`config.mk`:
```
export PLATFORM = sky130hd
export DESIGN_NAME = sharer_dir
export DESIGN_NICKNAME = d
export VERILOG_FILES = /design/src/rtl/sdir_pkg.sv /design/src/rtl/sdir_vec_store.sv /design/src/rtl/sdir_lowest.sv /design/src/rtl/sdir_inv_sched.sv /design/src/rtl/sharer_dir.sv
export SDC_FILE = /design/constraint.sdc
export NUM_CORES = 1
export LEC_CHECK = 0
export BUFFER_PORTS_ARGS = -buffer_cell sky130_fd_sc_hd__buf_4
export CORE_ASPECT_RATIO = 0.8
export CORE_MARGIN = 3
export CORE_UTILIZATION = 60
export DETAILED_ROUTE_END_ITERATION = 8
export GPL_TIMING_DRIVEN = 1
export PLACE_DENSITY = 0.76
export SYNTH_ARGS = -nofsm -noshare
export SYNTH_HDL_FRONTEND = slang
export SYNTH_SLANG_ARGS = --single-unit
```
`constraint.sdc`:
```
create_clock -name clk -period 2.8 [get_ports clk]
set_input_delay 0.28 -clock clk [delete_from_list [all_inputs] [get_ports clk]]
set_output_delay 0.28 -clock clk [all_outputs]
set_load 0.01 [all_outputs]
```
`src/rtl/sdir_pkg.sv`:
```
package sdir_pkg;

    // Request operation codes; values are fixed by the port contract.
    typedef enum logic [1:0] {
        OP_LOAD  = 2'd0,
        OP_STORE = 2'd1,
        OP_EVICT = 2'd2,
        OP_NOP   = 2'd3
    } sdir_op_e;

endpackage

```
`src/rtl/sdir_vec_store.sv`:
```
// Per-slot sharer vectors: combinational read, one write per cycle.
module sdir_vec_store #(
    parameter int CORES = 8,
    parameter int LINES = 64,
    parameter int IDX_W = 6
) (
    input  logic             clk,
    input  logic             rst_n,
    input  logic [IDX_W-1:0] rd_idx,
    output logic [CORES-1:0] rd_vec,
    input  logic             wr_en,
    input  logic [IDX_W-1:0] wr_idx,
    input  logic [CORES-1:0] wr_vec
);

    typedef logic [CORES-1:0] vec_t;

    typedef struct packed {
        vec_t [LINES-1:0] line;
    } store_t;

    store_t st_d, st_q;

    always_comb begin
        st_d = st_q;
        if (wr_en) begin
            st_d.line[wr_idx] = wr_vec;
        end
    end

    always_ff @(posedge clk or negedge rst_n) begin
        if (!rst_n) begin
            st_q <= '0;
        end else begin
            st_q <= st_d;
        end
    end

    assign rd_vec = st_q.line[rd_idx];

endmodule

```
`src/rtl/sdir_lowest.sv`:
```
// Index of the lowest set bit of a vector.
module sdir_lowest #(
    parameter int N = 8,
    parameter int W = 3
) (
    input  logic [N-1:0] vec,
    output logic [W-1:0] pos,
    output logic         found
);

    always_comb begin
        pos   = '0;
        found = 1'b0;
        for (int i = N - 1; i >= 0; i--) begin
            if (vec[i]) begin
                pos   = W'(i);
                found = 1'b1;
            end
        end
    end

endmodule

```
`src/rtl/sdir_inv_sched.sv`:
```
// Holds the pending invalidation targets and issues them lowest core first.
module sdir_inv_sched #(
    parameter int CORES  = 8,
    parameter int CORE_W = 3,
    parameter int IDX_W  = 6
) (
    input  logic              clk,
    input  logic              rst_n,
    input  logic              load_en,
    input  logic [CORES-1:0]  load_vec,
    input  logic [IDX_W-1:0]  load_idx,
    output logic              busy,
    output logic              inv_valid,
    input  logic              inv_ready,
    output logic [CORE_W-1:0] inv_core,
    output logic [IDX_W-1:0]  inv_idx
);

    typedef struct packed {
        logic [CORES-1:0] pend;
        logic [IDX_W-1:0] idx;
    } sched_t;

    sched_t sc_d, sc_q;

    logic [CORE_W-1:0] pick;
    logic              any;

    sdir_lowest #(.N(CORES), .W(CORE_W)) u_pick (
        .vec   (sc_q.pend),
        .pos   (pick),
        .found (any)
    );

    always_comb begin
        sc_d = sc_q;
        if (any && inv_ready) begin
            sc_d.pend[pick] = 1'b0;
        end
        if (load_en) begin
            sc_d.pend = load_vec;
            sc_d.idx  = load_idx;
        end
    end

    always_ff @(posedge clk or negedge rst_n) begin
        if (!rst_n) begin
            sc_q <= '0;
        end else begin
            sc_q <= sc_d;
        end
    end

    assign busy      = any;
    assign inv_valid = any;
    assign inv_core  = pick;
    assign inv_idx   = sc_q.idx;

endmodule

```
`src/rtl/sharer_dir.sv`:
```
// Sharer directory for one shared cache bank.
module sharer_dir
    import sdir_pkg::*;
#(
    parameter int CORES  = 8,
    parameter int LINES  = 64,
    parameter int CORE_W = $clog2(CORES),
    parameter int IDX_W  = $clog2(LINES)
) (
    input  logic              clk,
    input  logic              rst_n,
    input  logic              req_valid,
    output logic              req_ready,
    input  logic [1:0]        req_op,
    input  logic [CORE_W-1:0] req_core,
    input  logic [IDX_W-1:0]  req_idx,
    output logic              inv_valid,
    input  logic              inv_ready,
    output logic [CORE_W-1:0] inv_core,
    output logic [IDX_W-1:0]  inv_idx
);

    logic [CORES-1:0] cur_vec;
    logic [CORES-1:0] self_bit;
    logic             busy;
    logic             accept;
    logic             wr_en;
    logic [CORES-1:0] wr_vec;
    logic             ld_en;
    logic [CORES-1:0] ld_vec;
    sdir_op_e         op;

    assign op       = sdir_op_e'(req_op);
    assign accept   = req_valid && !busy;
    assign self_bit = {{(CORES-1){1'b0}}, 1'b1} << req_core;

    sdir_vec_store #(.CORES(CORES), .LINES(LINES), .IDX_W(IDX_W)) u_store (
        .clk    (clk),
        .rst_n  (rst_n),
        .rd_idx (req_idx),
        .rd_vec (cur_vec),
        .wr_en  (wr_en),
        .wr_idx (req_idx),
        .wr_vec (wr_vec)
    );

    always_comb begin
        wr_en  = 1'b0;
        wr_vec = cur_vec;
        ld_en  = 1'b0;
        ld_vec = '0;
        if (accept) begin
            unique case (op)
                OP_LOAD: begin
                    wr_en  = 1'b1;
                    wr_vec = cur_vec | self_bit;
                end
                OP_STORE: begin
                    wr_en  = 1'b1;
                    wr_vec = '0;
                    ld_en  = 1'b1;
                    ld_vec = cur_vec & ~self_bit;
                end
                OP_EVICT: begin
                    wr_en  = 1'b1;
                    wr_vec = '0;
                    ld_en  = 1'b1;
                    ld_vec = cur_vec;
                end
                default: begin
                end
            endcase
        end
    end

    sdir_inv_sched #(.CORES(CORES), .CORE_W(CORE_W), .IDX_W(IDX_W)) u_sched (
        .clk       (clk),
        .rst_n     (rst_n),
        .load_en   (ld_en),
        .load_vec  (ld_vec),
        .load_idx  (req_idx),
        .busy      (busy),
        .inv_valid (inv_valid),
        .inv_ready (inv_ready),
        .inv_core  (inv_core),
        .inv_idx   (inv_idx)
    );

    assign req_ready = !busy;

endmodule

```
==> flow_summary.toml <==
[timing]
maxSlewHeadroom_pct = 33.7
final.period_utilization_pct = 99.0
finalSetupViolations = 0
drv_slew = 0
worst_slew_pin_slew_ns = 0.991
hold_viol = 0
max_freq_mhz = 361
fin_ws_ns = 0.0270
skew_ns = 0.0187
holdWs_ns = 0.0853
period_minus_slack_ns = 2.77

[synth]
syn_avg_cell_area_um2 = 9.37
ys_ff_latch = 526
synth_area_leaders = "dfrtp_1, o21ai_0, nand2_1"
synth_cells = 2589
synth_top_flop_cell = "dfrtp_1"
seq_area_frac_synth_pct = 54.3
synth_area_leader_cell = "dfrtp_1"
yosysTopAreaCellShare_pct = 54.3
async_flop_share_pct = 100
ys_warn_count = 0
syn-num-nets = 2608
synth_area_mm2 = 0.0242
yosysUniqueCellTypes = 69
synth_enable_flop_cells = 0

[global_route]
grt_overflow_total = 0
antenna_found_initial = 6
grt_max_degree = 101
grt.total_usage_pct = 43.6
grt_pass1_wl_um = 139000
grt_pass1_vias = 21800

[power]
swShare_pct = 30.7
combPwrFrac_pct = 19.8
p_int_mw = 13.9
p_switching_mw = 6.18
clock_power_share_pct = 34.0
p_leak_nw = 12.5
seq_power_share_pct = 46.1
powerDensity_mw_per_mm2 = 700
ir_drop_v = 0.000547

[finish]
fillCellCount = 2960
regArea_mm2 = 0.0132
layout-drive-gt1-share_pct = 18.2
area_growth_pct = 18.5
multi_input_area_mm2 = 0.0101
nets = 2743

[die]
die-area_mm2 = 0.0429
die_x_um = 231
io_pins = 26
row_count = 65
die_y_um = 186
core_mm2 = 0.0397
initial_utilization_pct = 61.1

[setup_path]
r2r_end = "u_store.st_q[113]"
critPathMaxStageDelay_ns = 0.53
critPathCaptureType = "flip-flop"
reg2reg_depth = 9
cp.required_ns = 3.25
arrival_ns = 3.23
startpoint_type = "primary input"
crit_fanout = 13
critPathSlowestCell = "nor3_1"
worstPathCellList = "buf_4, buf_12, nor2b_2, buf_4, buf_4, a221oi_1, nor3_1, a211oi_1, nand4_1, o21ai_4, buf_4, o21ai_0"
cp_common_cell = "buf_4"
worstSetupPathType = "primary input to flip-flop"
timing.rr.start = "u_store.st_q[41]"
reg2reg_slack_ns = 0.05

[placed_design]
numPortBuffers = 25
pre_cts_slack_ns = -0.509
post-dp-hpwl_um = 64300
gp_congestion = 0.986

[flow_run]
drv_cap = 0

[min_path]
hold_depth = 3
min_to = "u_sched.sc_q[11]"
hold_path.class = "primary input to flip-flop"
hp-start = "req_valid"

[clock_network]
cts_tree = "built"
clockRootBuffer = "clkbuf_16"
path_clk_slew_ns = 0.07
clkSinkCount = 526
cts-buffers-inserted = 51
clock_tree.buffer_depth = 3
htree_levels = 2
clkLatencyLatePin_ns = 0.59

[routing]
avgRoutedWirePerCell_um = 28.4
drc = 0
viasPerCell = 6.86
drtAntennaViolNets = 0
vias = 22600
totalWireLength_um = 93700
drtPass1Iterations = 6
drt_iter0_drc = 3541

[status]
status = "completed"
## worst max path at each step
stage | depth (start not counted) | start | slack, ns | endpoint
final | 12 | req_idx[1] | 0.03 | u_store.st_q[114]
after global routing | 9 | u_store.st_q[41] | -0.01 | u_store.st_q[369]
after CTS | 8 | u_store.st_q[41] | 0.02 | u_store.st_q[361]
after detailed placement | 12 | req_idx[1] | -0.51 | u_store.st_q[37]
after global placement | 12 | req_idx[1] | -0.44 | u_store.st_q[197]
after floorplan | 13 | req_idx[0] | 0.19 | u_store.st_q[55]
## worst max-delay path: cells and delay by family
kind	cells	cell delay, ns
buf+inv	5	1.05
simple gates	3	1.17
compound gates	4	0.68
## state kept, by name (all words and copies together), names as in the netlist
register,flops
u_sched.sc_q,8
u_store.st_q,512
u_sched.inv_idx,6
## per-layer routing
| layer | GRT usage, % | wire length [um] | vias up |
|---|---|---|---|
| li1 | - | - | 9453 |
| met1 | 60.0 | 35600 | 11100 |
| met2 | 64.2 | 39900 | 1682 |
| met3 | 14.8 | 13500 | 340 |
| met4 | 17.3 | 4630 | 8 |
| met5 | 0 | 52 | - |
## cell usage after synthesis, types with 6 or more instances
library cell  instances
buf_6                 6
buf_1                 8
or3_1                 6
a221oi_1             62
nand3b_1             27
nor3_1               26
clkbuf_2              7
clkbuf_1            153
o32ai_1               6
nand4_1              13
a221o_1               6
o22ai_1              17
a22o_1               13
and3_1               11
o21ai_0             531
nand3_1              92
or3b_2               20
dfrtp_1             526
a21oi_1              41
mux4_2               19
a31oi_1              11
mux2i_1              15
a22oi_1              69
and3b_1               8
nand2_1             610
nor4_1                9
nor2b_1              10
buf_2                57
nor2_1               41
o21ai_1              15
inv_1                12
nor3b_1               7
buf_4                12
nand2b_1             10
o221ai_1              8
mux2_2               30
## cells by family after synthesis
family                     Yosys count  synth area share [%]
AOI/OAI and AO/OA                  834                  20.4
adders and majority gates            4                 0.206
buffers and inverters              257                  4.74
DFF                                526                  54.3
muxes                               65                  3.84
and+or+nand+nor                    903                  16.5
## cells in the final DEF (no fill, tap or decap), types with 41 or more instances in the layout
master	instances
o21ai_0	530
clkbuf_16	54
nand3_1	91
dfrtp_1	526
nand2_1	609
a21oi_1	41
buf_12	50
buf_4	268
a22oi_1	68
a221oi_1	60
## layout make-up
| cell class | instances | share of cell area [%] |
|---|---|---|
| Clock buffer | 70 | 4.97 |
| Antenna cell | 1 | 0.00871 |
| Multi-Input combinational cell | 1806 | 35.0 |
| Tap cell | 536 | 2.33 |
| Clock inverter | 21 | 0.701 |
| Inverter | 12 | 0.157 |
| Sequential cell | 526 | 45.8 |
| Timing Repair Buffer | 327 | 11.0 |
## repair_timing
action	CTS	global route
buffers inserted	0	3
gates cloned	0	3
hold buffers	2	0
resized for setup	2	9
endpoints found under the setup margin	72	190
pin swaps	0	2
endpoints found under the hold margin	59	0
## power by group through the flow
| stage | combinational (mW) | clock, mW | sequential (mW) |
|---|---|---|---|
| finish | 3.98 | 6.84 | 9.28 |
| global route | 4.26 | 7.15 | 9.36 |
| CTS | 3.80 | 6.85 | 9.24 |
| detailed placement | 3.77 | 0 | 9.36 |
| global placement | 3.65 | 0 | 9.30 |
| floorplan | 1.97 | 0 | 9.14 |
## through the flow
stage               area [um^2]  util (%)  power, mW  cells  setup TNS (ns)
detailed placement        26900      67.8       13.1   3199         -144.08
finish                    28700      72.4       20.1   3299               0
global placement          26900      67.8       13.0   3199         -130.72
global route              28700      72.4       20.8   3298        -0.00968
CTS                       28600      72.0       19.9   3292               0
floorplan                 24200         -       11.1   2589               0
(Power assumes the default switching activity.)
